File: config.mk
export PLATFORM = sky130hd
export DESIGN_NAME = gpio_latch_irq
export DESIGN_NICKNAME = d
export VERILOG_FILES = /design/src/rtl/gpio_latch_pkg.sv /design/src/rtl/gpio_ctrl.sv /design/src/rtl/gpio_pin_sync.sv /design/src/rtl/gpio_datapath.sv /design/src/rtl/gpio_latch_irq.sv
export SDC_FILE = /design/constraint.sdc
export NUM_CORES = 1
export LEC_CHECK = 0
export ABC_AREA = 1
export BUFFER_PORTS_ARGS = -buffer_cell sky130_fd_sc_hd__buf_2
export CELL_PAD_IN_SITES_DETAIL_PLACEMENT = 1
export CELL_PAD_IN_SITES_GLOBAL_PLACEMENT = 1
export CORE_ASPECT_RATIO = 1.75
export CORE_MARGIN = 10
export CORE_UTILIZATION = 36
export CTS_CLUSTER_SIZE = 28
export DETAILED_ROUTE_END_ITERATION = 7
export PLACE_DENSITY = 0.79
export RECOVER_POWER = 100
export SYNTH_ARGS = -nofsm -noshare
export SYNTH_HDL_FRONTEND = slang
export SYNTH_SLANG_ARGS = --single-unit
export TNS_END_PERCENT = 20
File: constraint.sdc
create_clock -name clk -period 1.5 [get_ports clk]
set_input_delay 0.15 -clock clk [delete_from_list [all_inputs] [get_ports clk]]
set_output_delay 0.15 -clock clk [all_outputs]
set_load 0.1 [all_outputs]
File: src/rtl/gpio_latch_pkg.sv
package gpio_latch_pkg;
  localparam int DATA_W = 32;
  localparam int REG_AW = 5;

  localparam logic [REG_AW-1:0] OFF_OUT   = 5'h00;
  localparam logic [REG_AW-1:0] OFF_OE    = 5'h04;
  localparam logic [REG_AW-1:0] OFF_IN    = 5'h08;
  localparam logic [REG_AW-1:0] OFF_STS   = 5'h0C;
  localparam logic [REG_AW-1:0] OFF_POLLO = 5'h10;
  localparam logic [REG_AW-1:0] OFF_ENA   = 5'h14;
  localparam logic [REG_AW-1:0] OFF_POLHI = 5'h18;
  localparam logic [REG_AW-1:0] OFF_MUX   = 5'h1C;

  localparam int LINES_PER_POL = 8;
  localparam int POL_STRIDE    = 4;

  typedef struct packed {
    logic wrOut;
    logic wrOe;
    logic wrSts;
    logic wrPolLo;
    logic wrEna;
    logic wrPolHi;
    logic wrMux;
  } regStrobe_t;

  typedef enum logic [3:0] {
    SEL_NONE, SEL_OUT, SEL_OE, SEL_IN, SEL_STS,
    SEL_POLLO, SEL_ENA, SEL_POLHI, SEL_MUX
  } rdSel_t;
endpackage

File: src/rtl/gpio_ctrl.sv
module gpio_ctrl
  import gpio_latch_pkg::*;
(
  input  logic [REG_AW-1:0] busAddr,
  input  logic              busWrite,
  output regStrobe_t        strobe,
  output rdSel_t            rdSel
);
  always_comb begin
    strobe = '0;
    rdSel  = SEL_NONE;
    unique case (busAddr)
      OFF_OUT:   begin rdSel = SEL_OUT;   strobe.wrOut   = busWrite; end
      OFF_OE:    begin rdSel = SEL_OE;    strobe.wrOe    = busWrite; end
      OFF_IN:    begin rdSel = SEL_IN;    end
      OFF_STS:   begin rdSel = SEL_STS;   strobe.wrSts   = busWrite; end
      OFF_POLLO: begin rdSel = SEL_POLLO; strobe.wrPolLo = busWrite; end
      OFF_ENA:   begin rdSel = SEL_ENA;   strobe.wrEna   = busWrite; end
      OFF_POLHI: begin rdSel = SEL_POLHI; strobe.wrPolHi = busWrite; end
      OFF_MUX:   begin rdSel = SEL_MUX;   strobe.wrMux   = busWrite; end
      default:   begin rdSel = SEL_NONE;  end
    endcase
  end
endmodule

File: src/rtl/gpio_pin_sync.sv
module gpio_pin_sync #(
  parameter int WIDTH  = 12,
  parameter int STAGES = 2
) (
  input  logic             clk,
  input  logic             rstN,
  input  logic [WIDTH-1:0] asyncIn,
  output logic [WIDTH-1:0] syncOut
);
  logic [WIDTH-1:0] chain [STAGES];

  always_ff @(posedge clk) begin
    if (!rstN) begin
      for (int k = 0; k < STAGES; k++) chain[k] <= '0;
    end else begin
      chain[0] <= asyncIn;
      for (int k = 1; k < STAGES; k++) chain[k] <= chain[k-1];
    end
  end

  assign syncOut = chain[STAGES-1];
endmodule

File: src/rtl/gpio_datapath.sv
module gpio_datapath
  import gpio_latch_pkg::*;
#(
  parameter int NUM_PINS = 12
) (
  input  logic                clk,
  input  logic                rstN,
  input  regStrobe_t          strobe,
  input  rdSel_t              rdSel,
  input  logic [DATA_W-1:0]   wdata,
  input  logic [NUM_PINS-1:0] syncIn,
  output logic [NUM_PINS-1:0] pinOut,
  output logic [NUM_PINS-1:0] pinOe,
  output logic [DATA_W-1:0]   muxOut,
  output logic [DATA_W-1:0]   rdata,
  output logic                irq
);
  localparam int PAD_W = DATA_W - NUM_PINS;

  logic [NUM_PINS-1:0] outReg, oeReg, enaReg, stsReg, polReg;
  logic [NUM_PINS-1:0] polNext, stsNext, clrMask, hitVec;
  logic [DATA_W-1:0]   muxReg, polLoView, polHiView;

  // polarity: one bit per line, scattered across two bus registers
  always_comb begin
    polNext = polReg;
    for (int i = 0; i < NUM_PINS; i++) begin
      if (i < LINES_PER_POL) begin
        if (strobe.wrPolLo) polNext[i] = wdata[POL_STRIDE*(i%LINES_PER_POL)];
      end else begin
        if (strobe.wrPolHi) polNext[i] = wdata[POL_STRIDE*(i%LINES_PER_POL)];
      end
    end
  end

  always_comb begin
    polLoView = '0;
    polHiView = '0;
    for (int i = 0; i < NUM_PINS; i++) begin
      if (i < LINES_PER_POL) polLoView[POL_STRIDE*(i%LINES_PER_POL)] = polReg[i];
      else                   polHiView[POL_STRIDE*(i%LINES_PER_POL)] = polReg[i];
    end
  end

  // level match: pol 0 -> active high, pol 1 -> active low
  assign hitVec  = syncIn ^ polReg;
  assign clrMask = strobe.wrSts ? wdata[NUM_PINS-1:0] : '0;
  assign stsNext = (stsReg & ~clrMask) | hitVec;

  always_ff @(posedge clk) begin
    if (!rstN) begin
      outReg <= '0;
      oeReg  <= '0;
      enaReg <= '0;
      stsReg <= '0;
      polReg <= '0;
      muxReg <= '0;
    end else begin
      if (strobe.wrOut) outReg <= wdata[NUM_PINS-1:0];
      if (strobe.wrOe)  oeReg  <= wdata[NUM_PINS-1:0];
      if (strobe.wrEna) enaReg <= wdata[NUM_PINS-1:0];
      if (strobe.wrMux) muxReg <= wdata;
      polReg <= polNext;
      stsReg <= stsNext;
    end
  end

  always_comb begin
    unique case (rdSel)
      SEL_OUT:   rdata = {{PAD_W{1'b0}}, outReg};
      SEL_OE:    rdata = {{PAD_W{1'b0}}, oeReg};
      SEL_IN:    rdata = {{PAD_W{1'b0}}, syncIn};
      SEL_STS:   rdata = {{PAD_W{1'b0}}, stsReg};
      SEL_POLLO: rdata = polLoView;
      SEL_ENA:   rdata = {{PAD_W{1'b0}}, enaReg};
      SEL_POLHI: rdata = polHiView;
      SEL_MUX:   rdata = muxReg;
      default:   rdata = '0;
    endcase
  end

  assign pinOut = outReg;
  assign pinOe  = oeReg;
  assign muxOut = muxReg;
  assign irq    = |(stsReg & enaReg);
endmodule

File: src/rtl/gpio_latch_irq.sv
module gpio_latch_irq
  import gpio_latch_pkg::*;
#(
  parameter int NUM_PINS    = 12,
  parameter int SYNC_STAGES = 2
) (
  input  logic                clk,
  input  logic                rstN,
  input  logic [REG_AW-1:0]   busAddr,
  input  logic                busWrite,
  input  logic [DATA_W-1:0]   busWdata,
  output logic [DATA_W-1:0]   busRdata,
  input  logic [NUM_PINS-1:0] pinIn,
  output logic [NUM_PINS-1:0] pinOut,
  output logic [NUM_PINS-1:0] pinOe,
  output logic [DATA_W-1:0]   muxOut,
  output logic                irq
);
  regStrobe_t          strobe;
  rdSel_t              rdSel;
  logic [NUM_PINS-1:0] syncIn;

  gpio_ctrl ctrl_i (
    .busAddr (busAddr),
    .busWrite(busWrite),
    .strobe  (strobe),
    .rdSel   (rdSel)
  );

  gpio_pin_sync #(.WIDTH(NUM_PINS), .STAGES(SYNC_STAGES)) sync_i (
    .clk    (clk),
    .rstN   (rstN),
    .asyncIn(pinIn),
    .syncOut(syncIn)
  );

  gpio_datapath #(.NUM_PINS(NUM_PINS)) dp_i (
    .clk   (clk),
    .rstN  (rstN),
    .strobe(strobe),
    .rdSel (rdSel),
    .wdata (busWdata),
    .syncIn(syncIn),
    .pinOut(pinOut),
    .pinOe (pinOe),
    .muxOut(muxOut),
    .rdata (busRdata),
    .irq   (irq)
  );
endmodule

# After elaboration in Yosys (flattened, before gate mapping)

Memory sizes are Yosys's and may differ from the RTL's.
Index checks and enable logic that the tools add are counted.

Input port bits: 52
Output and inout bits: 89
Word-level logic and storage cells: 46
Bits in writable memories: 24
Register bits: 92
Memories kept: 1

Memory list:

| name         | words | bits a word | read ports | clocked after memory_dff | write ports | RTL line            | source |
|---|---|---|---|---|---|---|---|
| sync_i.chain | 2     | 12          | 2          | 0                        | 2           | gpio_pin_sync.sv:10 | `logic [WIDTH-1:0] chain [STAGES];` |

Equality and inequality tests: 15
Bitwise gates (word level): 7
Muxes and demuxes: 14
Reduce and logical (&&, ||, !) cells: 2

Operators by type and width:

| cell                 | count |
|---|---|
| $pmux W32 S8         | 1 |
| $mux W12             | 3 |
| $pmux W4 S8          | 1 |
| $and A12 B12 Y12     | 2 |
| $eq A5 B5 Y1 const B | 4 |
| $eq A4 B3 Y1 const B | 4 |
| $not A12 Y12         | 1 |
| $or A12 B12 Y12      | 1 |
| $reduce_or A12 Y1    | 1 |
| $xor A12 B12 Y12     | 1 |
| $eq A5 B4 Y1 const B | 2 |
| $mux W1              | 9 |
| $eq A4 B2 Y1 const B | 2 |
| $eq A5 B3 Y1 const B | 1 |
| $logic_not A5 Y1     | 1 |
| $eq A4 B1 Y1 const B | 1 |
| $eq A4 B4 Y1 const B | 1 |
| $or A1 B1 Y1         | 2 |

# Longest topological paths before layout

Gate-level depths: netlist of run 1.

Depth in word-level cells: 6
Gate-level depth with buffers: 9
Depth with buffers taken out: 8

# Modules after synthesis

Synthesis of run 1 repeated with hierarchy kept, for this count alone.

Cells, all modules: 697
Area total of the unflattened synthesis: 5128.7 µm²

By module, submodules not included:

| module        | cells an instance | sequential area each (µm²) | times used | area an instance (µm²) |
|---|---|---|---|---|
| gpio_datapath | 581               | 1841.8                     | 1          | 4227.8 |
| gpio_pin_sync | 86                | 480.5                      | 1          | 773.2 |
| gpio_ctrl     | 30                | 0.0                        | 1          | 127.6 |

# Worst setup path after synthesis of run 1

OpenSTA, ideal clock, no wires.

Path type: register to output
Start: reg dp_i.muxReg[13] (netlist: dp_i.muxOut[13])
End: out busRdata[13]
Buffers on the path: 0
Arrival: 2330 ps
Required time: 1350 ps
Path slack: -980 ps
Cell stages (with the launch flop): 3
Path through: dfxtp_1 -> inv_1 -> nor2_1

Word-level cells in the longest chain between the ends: 1

RTL lines:

| what                   | RTL line             | source |
|---|---|---|
| start, declared        | gpio_datapath.sv:22  | `logic [DATA_W-1:0] muxReg, polLoView, polHiView;` |
| start signal, assigned | gpio_datapath.sv:62  | `if (strobe.wrMux) muxReg <= wdata;` |
| $pmux W32 S8           | gpio_datapath.sv:69  | `unique case (rdSel)` |
| end, declared          | gpio_latch_irq.sv:12 | `output logic [DATA_W-1:0] busRdata,` |

Every way passes these cells.

# Worst setup path after layout of run 1

Start: in busAddr[2]
End: out busRdata[8]

Word-level cells in the longest chain between the ends: 4
Elaborated cells on any way between the ends: 18
Classes of those cells: 15 x eq/ne; 2 x mux; 1 x reduce/logical

RTL lines:

| what                                       | RTL line            | source |
|---|---|---|
| start, declared                            | gpio_latch_irq.sv:9 | `input logic [REG_AW-1:0] busAddr,` |
| $eq A5 B5 Y1, or another cell as far along | gpio_ctrl.sv:12     | `unique case (busAddr)` |
| $pmux W4 S8 (*)                            | gpio_ctrl.sv:12     |  |
| $eq A4 B4 Y1, or another cell as far along | gpio_datapath.sv:69 |  |
| $pmux W32 S8 (*)                           | gpio_datapath.sv:69 |  |

Every way passes the cells marked *; elsewhere a longest branch is shown, timed or not.

==> metrics.cfg, run 1 <==
[synthesis]
synthAdderAreaFrac=0
yosysUniqueCellTypes=21
synth_top_area_cell=dfxtp_1
ys_ff_latch=116
synthMuxAreaShare=0
ys_top_cells_by_area=dfxtp_1, nand2_1, nor2_1, o21ai_0, inv_1
synth_top_family_by_area=simple AND/OR/NAND/NOR gates
avgSynthCellArea_sq_um=6.69
yosysTopAreaCellShare=0.466
synthSimpleGateAreaFrac=0.338
synth_warnings=0
synth_xor_area_frac=0.0211
syn_area_sq_um=4980
seq_area_frac_synth=0.466
synth_compound_area_frac=0.0942
synthesis.nets=797
synthCells=745

[drt]
ant_nets=0
num_vias=5948
via_per_inst=5.33
drt-total-wl_microns=23900
drt-pass1-iter-count=4
drtIter0Drc=260
wl_per_cell_microns=21.5
drc=0

[placement]
post-place-ws_ns=-0.106
dp_cells=1057
postPlaceCellArea_sq_um=6820
dp_hpwl_microns=16000
portBuffers=140
place_congestion=0.933

[final_layout]
layout.nets=981
final_cells=1115
stdcell_area_sq_um=8040
nFillCells=1636
drive_above_1_share=0.370
synthToLayoutAreaGrowth_pct=61.3

[worst_setup_path]
worstPathArrival_ns=1.50
end_kind=primary output
startpoint_type=input pin
cp_max_fo=7
critical_path_required_ns=1.35
criticalPathCategory=in -> out

[status]
violations=negative setup slack
status=finished, violations left

[die]
die_w_microns=109
die_h_microns=176
start_util=0.369
dieArea_sq_um=19100
core_sq_um=13500
rows=56
io_pins=141

[global_routing]
antenna_found_initial=1
grt_usage=0.242
overflow=0
grt_pass1_wl_microns=35800
grt_max_degree=45
grt_pass1_vias=6544

[timing]
finalSetupViolCount=20
final.setup.worst_slack_ns=-0.147
hold_viol_final=0
skew_ns=0.00829
fin_crit_ns=1.65
rsz0062_at_grt=yes
worst_pin_slew_ns=0.599
drv_slew=0
period_share=1.10
tns_ns=-0.811
slew_headroom=0.601
fmax_mhz=607

[clock_tree]
clock-sinks=116
cts_made_buffers=17
cts_tree=yes
ctsHtreeMaxLevel=4
clk_path_buf_depth=2
clkLatencyLatePin_ns=0.42
clkSlewWorstSetupHoldPaths_ns=0.06
cts_root_buffer=clkbuf_16

[power_and_ir_drop]
powerDensity_nw_per_um2=1010
power_mw=8.10
p_leak_nw=3.77
ir_worst_vdd_mv=0.699

[flow_run]
drv_cap=0

[min_path]
worstHoldPathType=in -> reg

[sequential cells by signal, indices dropped and copies added (netlist names)]
name	flops
dp_i.polReg	12
dp_i.muxOut	32
dp_i.pinOe	12
dp_i.pinOut	12
dp_i.stsReg	12
sync_i.chain	24
dp_i.enaReg	12
[synthesized netlist by cell type (all sizes together)]
cell / number
nor3: 2
nor2: 138
inv: 62
nand2: 232
clkinv: 1
nand3: 36
o21ai: 48
buf: 10
a221oi: 1
clkbuf: 29
nand4: 14
xnor2: 12
a21oi: 44
dfxtp: 116
[kinds of logic after synthesis]
logic type | Yosys count
AO/OA/AOI/OAI | 93
flip-flops | 116
buffers and inverters | 102
AND/OR/NAND/NOR | 422
XOR/XNOR | 12
[critical path, stage by stage]
cell,delay [ns]
buf_12,0.12
nor2_4,0.14
nand2_2,0.11
nor2_1,0.16
buf_6,0.15
buf_12,0.11
nand2_1,0.09
nand2_1,0.09
nor2_1,0.05
nand2_1,0.13
buf_12,0.19
[power breakdown]
part,total (mW),switching [mW],internal (mW)
Clock,4.14,1.42,2.71
Combinational,0.734,0.477,0.257
Sequential,3.23,0.0625,3.16
Total,8.10,1.96,6.13
[cell type report]
type / instances / area [sq um] / share of cell area
diodes: 1 / 2.50 / 0.000311
inverters: 63 / 244 / 0.0304
repair buffers: 204 / 1970 / 0.245
well taps: 174 / 218 / 0.0271
clock buffers: 21 / 470 / 0.0585
multi-input cells: 527 / 2610 / 0.325
clock inverters: 9 / 129 / 0.0160
flip-flops and latches: 116 / 2390 / 0.298
[worst paths after layout]
check	from	to	slack (ns)	cells past startpoint
worst max register to register	dp_i.polReg[10]$_SDFFE_PN0P_	dp_i.stsReg[10]$_SDFF_PN0_	0.64	2
worst min-delay path	busWdata[23]	dp_i.muxOut[23]$_SDFFE_PN0P_	0.006	3
worst max-delay path	busAddr[2]	busRdata[8]	-0.15	11
worst min register to register	sync_i.chain[0][7]$_SDFF_PN0_	sync_i.chain[0][19]$_SDFF_PN0_	0.41	2
[layout by cell type, fill, tap and decap left out, types with 3 or more instances in the layout]
| cell | count |
|---|---|
| clkbuf_16 | 17 |
| a21oi_1 | 44 |
| nand2_1 | 192 |
| buf_2 | 99 |
| xnor2_1 | 12 |
| nand2_2 | 31 |
| inv_2 | 3 |
| clkbuf_8 | 3 |
| buf_12 | 47 |
| nor2_4 | 20 |
| buf_4 | 26 |
| o21ai_0 | 48 |
| inv_4 | 3 |
| bufinv_16 | 3 |
| buf_6 | 8 |
| clkbuf_1 | 4 |
| dfxtp_2 | 56 |
| clkinv_2 | 3 |
| nor2_2 | 7 |
| nand2_4 | 8 |
| dlygate4sd3_1 | 17 |
| nor2_1 | 111 |
| inv_1 | 56 |
| dfxtp_1 | 60 |
| nand3_1 | 33 |
| nand4_1 | 14 |
[per-layer routing]
metal | share of wire | wire length, microns | up-vias | GRT usage
li1 | - | - | 2692 | -
met3 | 0.062 | 1490 | 97 | 0.0590
met1 | 0.32 | 7710 | 2892 | 0.218
met4 | 0.060 | 1450 | 0 | 0.158
met2 | 0.56 | 13300 | 267 | 0.455
met5 | 0 | 0 | - | 0
[what timing repair did]
action                                  in CTS  in global routing
buffers inserted                             7                  0
hold buffers                                17                  0
endpoints found under the setup margin      18                 33
endpoints found under the hold margin       17                  0
gates cloned                                 3                  0
pin swaps                                   24                 23
gates resized for setup                     73                 49
[through the flow]
stage	utilization	hold WS, ns
after floorplan	-	0.248
after global placement	0.505	0.331
after detailed placement	0.505	0.339
after CTS	0.583	0.00364
after global routing	0.594	0.0182
final	0.594	0.00614
Note: power is estimated with default switching activity, not from simulation.
==> inputs of run 2 (changes only) <==
PLACE_DENSITY = 0.86   (was 0.79)
==> run 2 against run 1 <==
Critical path depth fell by 2; hold slack improved by 0.011 ns; clock-buffer cell count rose by 2; final cell count rose by 1.3%; die area did not move; sequential power barely moved; the run still ends with negative setup slack left; sequential cell count did not move; routed wire length rose by 16%; fmax fell by 5.0%; clock power rose by 5.1%.
==> metrics.cfg, run 2 (same netlist as run 1, synthesis figures left out) <==
[clock_tree]
clkSlewWorstSetupHoldPaths_ns=0.06
ctsHtreeMaxLevel=4
cts_made_buffers=17
cts_tree=yes
clkLatencyLatePin_ns=0.43
cts_root_buffer=clkbuf_16
clock-sinks=116
clk_path_buf_depth=2

[placement]
portBuffers=140
place_congestion=0.902
dp_hpwl_microns=15400

[die]
io_pins=141
die_w_microns=109
rows=56
die_h_microns=176
start_util=0.369
core_sq_um=13500
dieArea_sq_um=19100

[power_and_ir_drop]
powerDensity_nw_per_um2=1010
p_leak_nw=3.87
power_mw=8.35
ir_worst_vdd_mv=1.09

[timing]
rsz0062_at_grt=yes
fin_crit_ns=1.73
hold_viol_final=0
finalSetupViolCount=34
final.setup.worst_slack_ns=-0.234
drv_slew=0
slew_headroom=0.437
period_share=1.16
worst_pin_slew_ns=0.845
skew_ns=0.00662
hold_ws_ns=0.0173
fmax_mhz=577

[global_routing]
overflow=0
grt_pass1_wl_microns=37200
grt_pass1_vias=6692
grt_max_degree=45
antenna_found_initial=0
grt_usage=0.253

[final_layout]
synthToLayoutAreaGrowth_pct=65.6
mostFrequentLayoutCells=nand2_1, nor2_1, buf_2, dfxtp_1, inv_1
mostFrequentLayoutCell=nand2_1
num_antenna_cells=0
layout.nets=995
drive_above_1_share=0.388
largest_register_ffs=32

[worst_setup_path]
worstPathArrival_ns=1.58
end_kind=primary output
critical_path_required_ns=1.35
startpoint_type=input pin
cp_max_fo=5
criticalPathCategory=in -> out

[drt]
drt-total-wl_microns=27900
via_per_inst=5.56
drc=0
drtIter0Drc=374
wl_per_cell_microns=24.6
ant_nets=0
drt-pass1-iter-count=4
num_vias=6285

[min_path]
worstHoldPathType=in -> reg

[status]
violations=negative setup slack
status=finished, violations left

[flow_run]
drv_cap=0

run 2: worst paths after layout:
path                            startpoint                        endpoint  slack [ns]  cells past startpoint
min reg2reg  sync_i.chain[0][5]$_SDFF_PN0_  sync_i.chain[0][17]$_SDFF_PN0_        0.43                      2
max reg2reg   dp_i.polReg[10]$_SDFFE_PN0P_      dp_i.stsReg[10]$_SDFF_PN0_        0.55                      2
min                           busWdata[13]    dp_i.muxOut[13]$_SDFFE_PN0P_        0.02                      3
max                             busAddr[4]                     busRdata[8]       -0.23                      9
run 2: worst max-delay path: stages:
cell and delay [ns]:
buf_6 0.13, inv_4 0.08, nor3_4 0.40, clkbuf_16 0.24
nand2_2 0.12, nand2_2 0.12, nor2_2 0.06, nand2_2 0.09
buf_12 0.17
run 2: per-layer routing:
metal	vias to the layer above	track usage	share of wire
li1	2723	-	-
met1	3038	0.226	0.33
met2	364	0.469	0.53
met3	160	0.0733	0.071
met4	0	0.169	0.077
met5	-	0	0
run 2: layout make-up:
cell class	instances	area (sq um)
Fill cell	1609	5270
Clock buffer	23	488
Multi-Input combinational cell	527	2720
Sequential cell	116	2380
Timing Repair Buffer	218	2070
Tap cell	174	218
Clock inverter	9	125
Inverter	63	251
run 2: power breakdown:
group          internal, mW  switching, mW
sequential             3.16         0.0741
combinational         0.259          0.512
clock                  2.78           1.57
run 2: timing repair:
| action | CTS | global route |
|---|---|---|
| gates resized for setup | 57 | 87 |
| pin swaps | 13 | 32 |
| hold buffers | 23 | 0 |
| endpoints found under the hold margin | 23 | 0 |
| gates cloned | 2 | 4 |
| setup endpoints to repair | 30 | 28 |
| setup buffers | 1 | 8 |
run 2: through the flow:
stage	setup WS [ns]	area (sq um)	TNS, ns	cells	util
floorplan	-0.315	5180	-6.47	745	-
detailed placement	-0.142	6820	-6.26	1060	0.504
finish	-0.234	8250	-3.58	1130	0.610
CTS	-0.0360	7850	-0.184	1118	0.581
global route	-0.227	8250	-4.09	1130	0.610
global placement	-0.135	6820	-4.06	1060	0.504
==> inputs of run 3 (changes only) <==
clock period = 1.7 ns   (was 1.5 ns; I/O delays follow)
==> run 3 against run 2 <==
The run now ends clean; final cell count shrank 3.1%; register-to-register slack better by 0.28 ns; first-iteration DRC count decreased by 45%; routed wire length fell by 23%; via count decreased by 10%; utilization is 7.7 points lower; sequential cell count did not move; largest cell class unchanged.
==> metrics.cfg, run 3 (same netlist as run 1, synthesis figures left out) <==
[drt]
wl_per_cell_microns=19.5
via_per_inst=5.15
drt-pass1-iter-count=4
ant_nets=0
num_vias=5637
drtIter0Drc=205
drt-total-wl_microns=21400
drc=0

[timing]
hold_viol_final=0
hold_ws_ns=0.0248
skew_ns=0.00280
worst_pin_slew_ns=0.991
finalSetupViolCount=0
period_share=0.981
drv_slew=0
slew_headroom=0.339
fin_crit_ns=1.67
fmax_mhz=600
rsz0062_at_grt=yes

[global_routing]
grt_pass1_wl_microns=34400
grt_pass1_vias=6453
overflow=0
antenna_found_initial=1
grt_usage=0.230
grt_max_degree=39

[worst_setup_path]
criticalPathCategory=in -> out
path_common_cell=nand2_1
critical_path_required_ns=1.53
slowest_delay_ns=0.23
reg2reg_depth=2
startpoint_type=input pin
end_kind=primary output
cpMaxStageDelayCell=nor2_1
cp_cell_sequence=clkbuf_1, inv_1, nand2_1, nor3_1, buf_4, nand2_1, nand2_1, nor2_1, nand2_1, buf_12
cp_max_fo=12
startpoint=busAddr[1]
rr_startpoint=dp_i.polReg[8]$_SDFFE_PN0P_
worstPathArrival_ns=1.50

[die]
dieArea_sq_um=19100
die_h_microns=176
die_w_microns=109
rows=56
start_util=0.369
core_sq_um=13500
io_pins=141

[flow_run]
drv_cap=0

[power_and_ir_drop]
power_mw=7.04
switching_share=0.240
p_comb_frac=0.077
pwr-share-clk=0.520
power_frac_seq=0.403
ir_worst_vdd_mv=0.594
p_sw_mw=1.69
p_leak_nw=3.37
internal_power_mw=5.35
powerDensity_nw_per_um2=976

[clock_tree]
clkSlewWorstSetupHoldPaths_ns=0.05
clk_path_buf_depth=2
clock-sinks=116
cts_tree=yes
ctsHtreeMaxLevel=4
cts_made_buffers=17
clkLatencyLatePin_ns=0.41
cts_root_buffer=clkbuf_16
cts_setup_buffers=0

[placement]
portBuffers=140
dp_cells=1051
dp_hpwl_microns=15300
place_congestion=0.884

[final_layout]
mostFrequentLayoutCells=nand2_1, nor2_1, dfxtp_1, inv_1, clkbuf_2
drive_above_1_share=0.290
mostFrequentLayoutCell=nand2_1
largest_register_ffs=32
layout.nets=960
final_cells=1095
synthToLayoutAreaGrowth_pct=44.7

[status]
status=completed

[min_path]
hold_depth=3
min_from=busWdata[14]
worstHoldPathType=in -> reg

run 3: cell count changes in the layout (fill, tap and decap cells not counted), moves of 14 or more:
cell / before / now
buf_2: 101 / 50
buf_12: 41 / 20
nand2_2: 40 / 3
nand2_1: 178 / 229
nand2_4: 14 / 0
clkbuf_2: 1 / 58
run 3: worst max-delay path: cells and delay by family:
family                 cells  cell delay (ns)
buffers and inverters      4             0.59
and+or+nand+nor            6             0.74
run 3: per-stage QoR:
| step | setup slack (ns) | utilization | setup TNS, ns | cell area [sq um] |
|---|---|---|---|---|
| 4_1_cts | 0.00134 | 0.548 | 0 | 7410 |
| 6_report | 0.0320 | 0.533 | 0 | 7210 |
| 5_1_grt | -0.0369 | 0.533 | -0.233 | 7210 |
| 3_5_place_dp | 0.0451 | 0.494 | 0 | 6690 |
| 2_1_floorplan | -0.202 | - | -2.86 | 5170 |
| 3_3_place_gp | 0.0833 | 0.494 | 0 | 6690 |
run 3: final timing paths:
path | to | slack [ns]
worst max-delay path | busRdata[0] | 0.03
worst min-delay path | dp_i.muxOut[14]$_SDFFE_PN0P_ | 0.02
worst max register to register | dp_i.stsReg[8]$_SDFF_PN0_ | 0.83
worst min register to register | sync_i.chain[0][16]$_SDFF_PN0_ | 0.41
run 3: area by class of cell:
cell class,count,area [sq um]
clock buffers,21,470
diodes,1,2.50
clock inverters,10,130
fillers,1743,6310
inverters,63,236
flip-flops and latches,116,2370
repair buffers,183,1380
multi-input cells,527,2400
well taps,174,218
run 3: power groups by stage:
stage                     registers [mW]  clock network, mW  logic (mW)
final                               2.84               3.66       0.541
after CTS                           2.84               3.69       0.537
after detailed placement            2.89                  0       0.506
after floorplan                     2.97                  0       0.203
after global routing                2.85               3.83       0.581
after global placement              2.89                  0       0.494
run 3: routing by layer:
layer,track usage,vias to the layer above,share of wire
met5,0,-,0
met4,0.130,0,0.050
met3,0.0598,68,0.054
met2,0.435,194,0.56
met1,0.210,2729,0.33
li1,-,2646,-
run 3: repair_timing:
action | in CTS | in global routing
hold buffers | 12 | 0
hold endpoints to repair | 12 | 0
pin swaps | 0 | 2
gates resized for setup | 1 | 14
setup endpoints to repair | 1 | 15
